===== config.mk =====
export PLATFORM = sky130hd
export DESIGN_NAME = usb_frame_timer
export DESIGN_NICKNAME = d
export VERILOG_FILES = /design/src/rtl/usb_frame_timer.sv
export SDC_FILE = /design/constraint.sdc
export NUM_CORES = 1
export LEC_CHECK = 0
export ABC_AREA = 1
export BUFFER_PORTS_ARGS = -buffer_cell sky130_fd_sc_hd__buf_2
export CORE_ASPECT_RATIO = 0.9
export CORE_MARGIN = 2
export CORE_UTILIZATION = 52
export CTS_CLUSTER_DIAMETER = 150
export DETAILED_ROUTE_END_ITERATION = 12
export PLACE_DENSITY = 0.77
export SLEW_MARGIN = 20
export SYNTH_ARGS = -nofsm -noshare
export SYNTH_HDL_FRONTEND = slang
export SYNTH_SLANG_ARGS = --single-unit

===== constraint.sdc =====
create_clock -name clk -period 1.6 [get_ports clk]
set_input_delay 0.16 -clock clk [delete_from_list [all_inputs] [get_ports clk]]
set_output_delay 0.16 -clock clk [all_outputs]
set_load 0.01 [all_outputs]

===== src/rtl/usb_frame_timer.sv =====
module usb_frame_timer #(
  parameter int CNT_W        = 14,
  parameter int FRM_W        = 11,
  parameter int DATA_W       = 16,
  parameter int RESET_PERIOD = 11999
) (
  input  logic              clk,
  input  logic              rst_n,
  input  logic              bt_tick,
  input  logic              sof_done,
  input  logic              wr_en,
  input  logic [1:0]        addr,
  input  logic [DATA_W-1:0] wdata,
  output logic [DATA_W-1:0] rdata,
  output logic              sof_req
);

  localparam logic [1:0] A_CTRL = 2'd0, A_PERIOD = 2'd1, A_COUNT = 2'd2, A_FRAME = 2'd3;

  logic             enable;
  logic [CNT_W-1:0] period, count;
  logic [FRM_W-1:0] frame;

  wire period_wr = wr_en && addr == A_PERIOD;
  wire step      = bt_tick && enable && !period_wr;
  wire expire    = step && count == '0;

  always_ff @(posedge clk or negedge rst_n)
    if (!rst_n) enable <= 1'b0;
    else if (wr_en && addr == A_CTRL) enable <= wdata[0];

  always_ff @(posedge clk or negedge rst_n)
    if (!rst_n) begin
      period <= CNT_W'(RESET_PERIOD);
      count  <= CNT_W'(RESET_PERIOD);
    end else if (period_wr) begin
      period <= wdata[CNT_W-1:0];
      count  <= wdata[CNT_W-1:0];
    end else if (expire) count <= period;
    else if (step)       count <= count - 1'b1;

  always_ff @(posedge clk or negedge rst_n)
    if (!rst_n) sof_req <= 1'b0;
    else        sof_req <= expire;

  always_ff @(posedge clk or negedge rst_n)
    if (!rst_n)         frame <= '0;
    else if (period_wr) frame <= '0;
    else if (sof_done)  frame <= frame + 1'b1;

  always_comb begin
    rdata = '0;
    case (addr)
      A_CTRL:   rdata[0]       = enable;
      A_PERIOD: rdata[CNT_W-1:0] = period;
      A_COUNT:  rdata[CNT_W-1:0] = count;
      A_FRAME:  rdata[FRM_W-1:0] = frame;
      default:  rdata = '0;
    endcase
  end

  assert_reserved_zero_R2: assert property (@(posedge clk) disable iff (!rst_n)
    rdata[DATA_W-1:CNT_W] == '0);

  assert_hold_when_off_R4: assert property (@(posedge clk) disable iff (!rst_n)
    (!enable && !period_wr) |=> $stable(count));

  assert_sof_reloads_R5: assert property (@(posedge clk) disable iff (!rst_n)
    sof_req |-> count == period);

  assert_write_loads_R6: assert property (@(posedge clk) disable iff (!rst_n)
    period_wr |=> count == $past(wdata[CNT_W-1:0]));

  assert_frame_clear_R7: assert property (@(posedge clk) disable iff (!rst_n)
    period_wr |=> frame == '0);

  assert_frame_step_R8: assert property (@(posedge clk) disable iff (!rst_n)
    (sof_done && !period_wr) |=> frame == $past(frame) + 1'b1);

  assert_frame_idle_R8: assert property (@(posedge clk) disable iff (!rst_n)
    (!sof_done && !period_wr) |=> $stable(frame));

endmodule


Word-level counts from Yosys, hierarchy flattened

Cells that the tools add are included.

Register bits after elaboration: 41
Bits of input ports: 23
Logic and storage cells: 28
Output and inout port bits: 17

Reduce and logical (&&, ||, !) cells: 10
Muxes and demuxes: 8
Eq/ne operators: 3
Add/sub/neg operators: 2

Operator list:

| kind                                                                 | number |
|---|---|
| 14-bit two-way mux                                                   | 3 |
| 10-bit case mux with 3 select lines                                  | 1 |
| 11-bit two-way mux                                                   | 2 |
| 14-bit zero test                                                     | 1 |
| 14-bit by 1-bit subtractor with 14-bit output, second input constant | 1 |
| 11-bit by 1-bit adder with 11-bit output, second input constant      | 1 |
| 3-bit case mux with 2 select lines                                   | 1 |
| 1-bit logical AND                                                    | 5 |
| 2-bit == test, second input constant                                 | 2 |
| 1-bit case mux with 4 select lines                                   | 1 |
| 3-bit nonzero test                                                   | 1 |
| 2-bit by 1-bit == test with 1-bit output, second input constant      | 1 |
| 2-bit zero test                                                      | 1 |
| 2-bit nonzero test                                                   | 1 |
| 1-bit zero test                                                      | 1 |

Depth between registers and ports, before layout

Gate-level depths: netlist of the first run.

Depth after elaboration: 7
Gate-level depth with buffers: 14
Gate-level depth less buffers: 13

Least setup slack after synthesis of the first run

OpenSTA, ideal clock, no wires.

Path kind: register -> register
Start point: reg count[0]
End point: reg count[11]
Arrival time: 1.497 ns
Required time: 1.539 ns
Path buffers: 1
Period minus slack after synthesis: 1.558 ns
Setup time: 0.061 ns
Stages on the path, launching flop included: 15
Slack: 0.042 ns
Path through: dfstp_2 -> inv_1 -> ha_1 -> inv_1 -> nor2_1 -> nand2_2 -> nor2_4 -> nand3_4 -> nand2_2 -> buf_6 -> nand2_1 -> nand2_1 -> nand2_1 -> nand2_1 -> nand2_1

Word-level cells in the longest chain between the ends: 4
Elaborated cells between the ends (all ways): 7
Classes of those cells: 1 x add/sub; 3 x mux; 3 x reduce/logical

RTL lines:

| what                                                                              | line   | text |
|---|---|---|
| start, declared                                                                   | 21     | `logic [CNT_W-1:0] period, count;` |
| start signal, assigned                                                            | 35     | `count <= CNT_W'(RESET_PERIOD);` |
| start signal, assigned                                                            | 38     | `count <= wdata[CNT_W-1:0];` |
| start signal, assigned                                                            | 39     | `end else if (expire) count <= period;` |
| 14-bit by 1-bit subtractor with 14-bit output or 14-bit zero test (tied branches) | 40, 26 |  |
| 14-bit two-way mux or 1-bit logical AND (tied branches)                           | 40, 26 |  |
| 14-bit two-way mux                                                                | 39     |  |
| 14-bit two-way mux                                                                | 36     | `end else if (period_wr) begin` |

Several ways; a longest one is shown, not always the timed one. The select of a mux whose other input is x is not followed.
A chain may end at the register's enable or synchronous reset.

Worst setup path in the final report of the first run

Start point: reg count[1]
End point: reg count[5]

Word-level cells in the longest chain between the ends: 4
Elaborated cells between the ends (all ways): 7
Classes of those cells: 1 x add/sub; 3 x mux; 3 x reduce/logical

RTL lines:

| what                | line | text |
|---|---|---|
| 14-bit zero test *  | 26   | `wire expire = step && count == '0;` |
| 1-bit logical AND * | 26   |  |
| via expire          | 26   |  |
| 14-bit two-way mux  | 39   |  |
| 14-bit two-way mux  | 36   |  |

Mark *: on every way through the listed nets, which the timed path passes. The rest lies on a longest branch. The select of a mux whose other input is x is not followed.

==> impl_metrics.tcl, run 1 <==
set metrics [dict create \
    die_h_um 72.4 \
    use_met1_pct 37.1 \
    grt_pass1_vias 2595 \
    yosysSeqAreaShare_pct 38.9 \
    fin_hold_ws_ns 0.0845 \
    via_per_inst 5.23 \
    routedWlPerCell_um 13.6 \
    numCtsBuffers 5 \
    ys_warn_count 0 \
    drc 0 \
    fin_total_pwr_mw 4.14 \
    clock-sinks 41 \
    diodes 0 \
    cts_tree "built" \
    finalNetCount 495 \
    h-tree-depth 2 \
    rows 24 \
    mostFrequentLayoutCells "150 x nand2_1, 45 x inv_1, 35 x buf_2" \
    antenna_found_initial 0 \
    dieArea_um2 5800 \
    crit_fanout 3 \
    drv_slew 0 \
    ys_async_sr_fraction_pct 100 \
    end_kind "flip-flop" \
    ys_ff_latch 41 \
    firstDrtPassIters 4 \
    drtAntennaViolNets 0 \
    globalplace.congestion 0.899 \
    clk_pin_slew_ns 0.08 \
    r2r_cells 11 \
    clk_latency_ns 0.30 \
    totalWireLength_um 7220 \
    grt-ovfl-total 0 \
    synth_edf_count 0 \
    finalHoldViolCount 0 \
    grt_max_degree 23 \
    fmax_mhz 635 \
    die-width_um 80.0 \
    layout.cells.non_filler 531 \
    synth.avg_cell_area_um2 6.70 \
    ios 40 \
    grt_pass1_wl_um 12100 \
    worstSetupPathType "flip-flop to flip-flop" \
    crit_required_ns 1.81 \
    final_util_pct 66.5 \
    grt_usage_pct 26.9 \
    grt_use_met3_pct 4.35 \
    finalCriticalPeriod_ns 1.58 \
    drt-initial-drc-count 219 \
    final_common_cell "nand2_1" \
    ir_drop_v 0.000891 \
    p_per_area_nw_per_um2 1260 \
    clock_skew_ns 0.00670 \
    worst_setup_path_start_kind "flip-flop" \
    core_region_area_um2 4920 \
    vias 2776 \
    synth_cell_types 30 \
    met2_usage_pct 44.3 \
    status "finished, final reports clean" \
    portBuffers 35 \
    synthCells 404 \
    synth_flop_cell "dfstp_2" \
    critPathMaxStageDelay_ns 0.38 \
    grt-busiest-layer "met2" \
    final_layout_size_suffix_gt1_share_pct 25.3 \
    rsz0062_at_grt "true" \
    clockBufferDepth 2 \
    dp_hpwl_um 5280 \
    hold_class "input port to flip-flop" \
    path_cells "inv_2, ha_4, inv_2, nor2_2, nand2_2, nor2_4, nand3_4, buf_4, inv_2, o21ai_1, o21bai_1" \
    placed_cells 518 \
    start_util_pct 54.9 \
    max-cap-violations 0 \
    tns_ns 0 \
    hold_depth 3 \
    cpMostUsedCell "inv_2" \
    period_share_pct 98.5 \
    root_buffer "clkbuf_8" \
    reg2reg_setup_slack_ns 0.02 \
    leakagePower_nw 1.75 \
    area_delta_synth_final_pct 21.1 \
    critPathArrivalTime_ns 1.79 \
    cpMaxStageDelayCell "dfstp_2" \
    syn_area_um2 2710 \
    finalSetupViolations 0 \
]
==> path summary, 6_finish.rpt <==
path	start	endpoint
max in group asynchronous	rst_n	count[0]
setup reg to reg	count[1]	count[5]
min in group asynchronous	rst_n	enable
hold / removal	wdata[4]	period[4]
setup / recovery	count[1]	count[5]
hold reg to reg	period[7]	period[7]
==> critical path: cells and delay by family (launching register included) <==
family / cells / cell delay (ns)
buf+inv: 4 / 0.31
simple gates: 4 / 0.42
compound gates: 2 / 0.23
fa+ha+maj: 1 / 0.15
flops: 1 / 0.38
==> flip-flops by register name, indices dropped and copies added (netlist names) <==
| name | count |
|---|---|
| frame | 11 |
| count | 14 |
| period | 14 |
| sof_req | 1 |
| enable | 1 |
==> per-layer routing <==
layer	share of wire [%]	routed length [µm]
met3	6.8	489
met1	45	3230
met4	1.2	85
met2	47	3410
met5	0	0
==> synth_stat cells, drive strengths merged, types with 2 or more instances <==
library cell	count	area, µm²
xnor2	2	17.5
o21ai	29	145
nand2	155	597
ha	7	87.6
clkbuf	7	26.3
nand3	31	168
xor2	2	17.5
a31oi	2	12.5
dfrtp	19	475
buf	7	46.3
dfstp	22	578
a21oi	17	85.1
nor3	7	35.0
or2	2	12.5
nor2	35	154
nand4	5	31.3
inv	51	191
==> kinds of logic (layout without fill, tap and decap cells) <==
kind of cell,after synthesis,after routing,synth area share [%]
fa+ha+maj,7,7,3.24
buf+inv,65,126,9.76
flops,41,41,38.9
simple gates,236,236,37.1
compound gates,50,50,9.53
xor+xnor,4,4,1.30
other cells,1,2,0.139
==> timing repair <==
action | in CTS | in global routing
resized for setup | 3 | 13
pin swaps | 0 | 5
setup buffers | 1 | 3
endpoints found under the setup margin | 10 | 15
hold endpoints to repair | 6 | 0
hold buffers | 1 | 0
==> stage by stage <==
stage,setup WS [ns],cell area [µm²]
after floorplan,0.0421,2710
after global routing,-0.136,3280
after CTS,0.00585,3230
after detailed placement,-0.0311,3110
after global placement,-0.00145,3110
final,0.0244,3280
==> final cells by class <==
class	count	area [µm²]
Inverter	51	191
Sequential cell	41	1050
Tap cell	65	81.3
Multi-Input combinational cell	299	1430
Timing Repair Buffer	67	434
Fill cell	456	1650
Clock buffer	8	90.1
==> report_power, final <==
| group | internal, mW | switching [mW] | total, mW |
|---|---|---|---|
| Sequential | 1.43 | 0.328 | 1.76 |
| Clock | 0.353 | 0.370 | 0.723 |
| Combinational | 0.709 | 0.951 | 1.66 |
| Total | 2.49 | 1.65 | 4.14 |
No activity file was read; power rests on OpenSTA's default activity.
==> run 2: changes to the inputs <==
--- a/config.mk
+++ b/config.mk
@@ -13,6 +13,8 @@
 export CTS_CLUSTER_DIAMETER = 150
 export DETAILED_ROUTE_END_ITERATION = 12
 export PLACE_DENSITY = 0.77
+export REMOVE_ABC_BUFFERS = 1
+export SETUP_SLACK_MARGIN = 0.3
 export SLEW_MARGIN = 20
 export SYNTH_ARGS = -nofsm -noshare
 export SYNTH_HDL_FRONTEND = slang
==> run 2 against run 1 <==
The flow now finishes with violations (negative setup slack). Register-to-register slack lost 0.06 ns. Clock skew increased by 0.0027 ns. Utilization rose by 13 points. Global-route usage up 1.7 points. Hold slack worse by 0.0034 ns. Cell count increased by 5.6%. Critical path depth down 1. Worst setup slack worse by 0.063 ns. Sequential share of layout area decreased by 5.2 points. Total power grew 19%. Combinational power rose by 49%. Non-clock buffer count is 29 higher.
==> impl_metrics.tcl, run 2 (synthesis gave the netlist of run 1 again) <==
set metrics [dict create \
    timing.rr.start "count[0]" \
    finalCriticalPeriod_ns 1.64 \
    drv_slew 0 \
    combPwrFrac_pct 50.2 \
    hold_class "input port to flip-flop" \
    drt-initial-drc-count 306 \
    post_dp_cell_area_um2 3130 \
    leakagePower_nw 2.03 \
    globalplace.congestion 0.853 \
    pwr-share-seq_pct 36.2 \
    core_region_area_um2 4920 \
    fill_cells 320 \
    dr_wl_met3_um 694 \
    clockBufferDepth 2 \
    fin_total_pwr_mw 4.93 \
    crit_fanout 3 \
    area_delta_synth_final_pct 45.0 \
    critPathMaxStageDelay_ns 0.57 \
    highest_layer "met4" \
    worst_setup_path_start_kind "flip-flop" \
    r2r-end "count[12]" \
    fmax_mhz 610 \
    power.internal_mw 2.86 \
    via_per_inst 5.54 \
    portBuffers 35 \
    clk_latency_ns 0.29 \
    reg.largest.list "count (14), period (14), frame (11)" \
    final_common_cell "nand2_1" \
    grt_max_degree 24 \
    crit_required_ns 1.78 \
    root_buffer "clkbuf_8" \
    die_h_um 72.4 \
    clock-sinks 41 \
    drc 0 \
    dp_hpwl_um 5160 \
    ir_drop_v 0.00135 \
    worst_slack_ns -0.0387 \
    grt_usage_pct 28.6 \
    drtAntennaViolNets 0 \
    totalWireLength_um 8990 \
    worstSetupPathType "flip-flop to flip-flop" \
    dieArea_um2 5800 \
    slew_headroom_pct 64.2 \
    antenna_found_initial 0 \
    critPathArrivalTime_ns 1.82 \
    grt_pass1_wl_um 13000 \
    firstDrtPassIters 5 \
    clock_skew_ns 0.00943 \
    ios 40 \
    grt-ovfl-total 0 \
    final_layout_size_suffix_gt1_share_pct 42.9 \
    violations "negative setup slack" \
    tns_ns -0.0967 \
    mostFrequentLayoutCells "130 x nand2_1, 41 x inv_1, 41 x buf_4, 34 x buf_2, 22 x dfstp_2" \
    swShare_pct 42.0 \
    reg2reg_setup_slack_ns -0.04 \
    start_util_pct 54.9 \
    pwr-share-clk_pct 13.7 \
    worstSetupEndpoint "count[12]" \
    hold_depth 3 \
    die-width_um 80.0 \
    finalNetCount 525 \
    rows 24 \
    grt_pass1_vias 2849 \
    stdcell_area_um2 3920 \
    end_kind "flip-flop" \
    cts_tree "built" \
    p_per_area_nw_per_um2 1260 \
    finalSetupViolations 4 \
    h-tree-depth 2 \
    r2r_cells 10 \
    diodes 0 \
    clk_pin_slew_ns 0.08 \
    period_share_pct 102 \
    numCtsBuffers 5 \
    vias 3107 \
    wl_met1_um 3450 \
    max-cap-violations 0 \
    power_switching_mw 2.07 \
    rsz0062_at_grt "true" \
    fin_hold_ws_ns 0.0811 \
    wl_met2_um 4500 \
    finalHoldViolCount 0 \
    status "complete, but fails checks" \
    startpoint "count[0]" \
    routedWlPerCell_um 16.0 \
    tightest_slew_ns 0.537 \
    path_cells "inv_2, ha_4, inv_2, nor2_4, nand2_4, nor2_4, buf_4, and2_4, a21oi_1, a21oi_2" \
    cpMaxStageDelayCell "dfstp_2" \
]
## run 2: cell types whose count changed in the layout (fill, tap and decap cells not counted), moves of 12 or more
cell,change
buf_6,+17
buf_4,+12
nand2_2,+13
nand2_1,-20
## run 2: power by group through the flow
| stage | Sequential (mW) | Combinational (mW) | Clock (mW) |
|---|---|---|---|
| 2_1_floorplan | 1.69 | 1.04 | 0 |
| 3_5_place_dp | 1.75 | 1.56 | 0 |
| 6_report | 1.78 | 2.47 | 0.674 |
| 4_1_cts | 1.72 | 2.01 | 0.673 |
| 3_3_place_gp | 1.73 | 1.50 | 0 |
| 5_1_grt | 1.81 | 2.68 | 0.726 |
## run 2: stage by stage
stage,worst slack [ns],utilization (%),cells
6_report,-0.0387,79.6,561
5_1_grt,-0.0906,79.6,561
4_1_cts,0.0311,72.7,553
3_5_place_dp,-0.130,63.6,521
3_3_place_gp,-0.0660,63.6,521
2_1_floorplan,-0.254,-,391
## run 2: metal layers
layer,track usage [%],vias to the layer above
met5,0,-
met4,9.79,0
met3,4.48,39
met2,49.6,176
met1,36.5,1444
li1,-,1448
## run 2: repair_timing
action / 4_1_cts / 5_1_grt
hold buffers: 1 / 0
buffers inserted: 21 / 7
endpoints found under the hold margin: 10 / 0
gates resized for setup: 50 / 80
pin swaps: 33 / 28
setup endpoints to repair: 32 / 35
gates cloned: 2 / 1
## run 2: cell type report
type	instances	area, µm²	share of cell area, %
Tap cell	65	81.3	2.07
Inverter	51	199	5.07
Sequential cell	41	1060	27.0
Clock buffer	8	80.1	2.04
Multi-Input combinational cell	300	1770	45.0
Timing Repair Buffer	96	738	18.8
## run 2: worst min path at each step
| stage | startpoint | endpoint | slack [ns] |
|---|---|---|---|
| floorplan | rst_n | count[12] | -0.14 |
| global placement | rst_n | frame[4] | 0.16 |
| detailed placement | rst_n | frame[4] | 0.16 |
| CTS | wdata[4] | period[4] | 0.08 |
| global route | wdata[4] | period[4] | 0.08 |
| finish | wdata[4] | period[4] | 0.08 |
## run 2: critical path: cells and delay by family (launching register included)
kind / cells / cell delay [ns]
buffers and inverters: 3 / 0.25
DFF: 1 / 0.57
adders and majority gates: 1 / 0.16
AOI/OAI and AO/OA: 2 / 0.25
and+or+nand+nor: 4 / 0.28
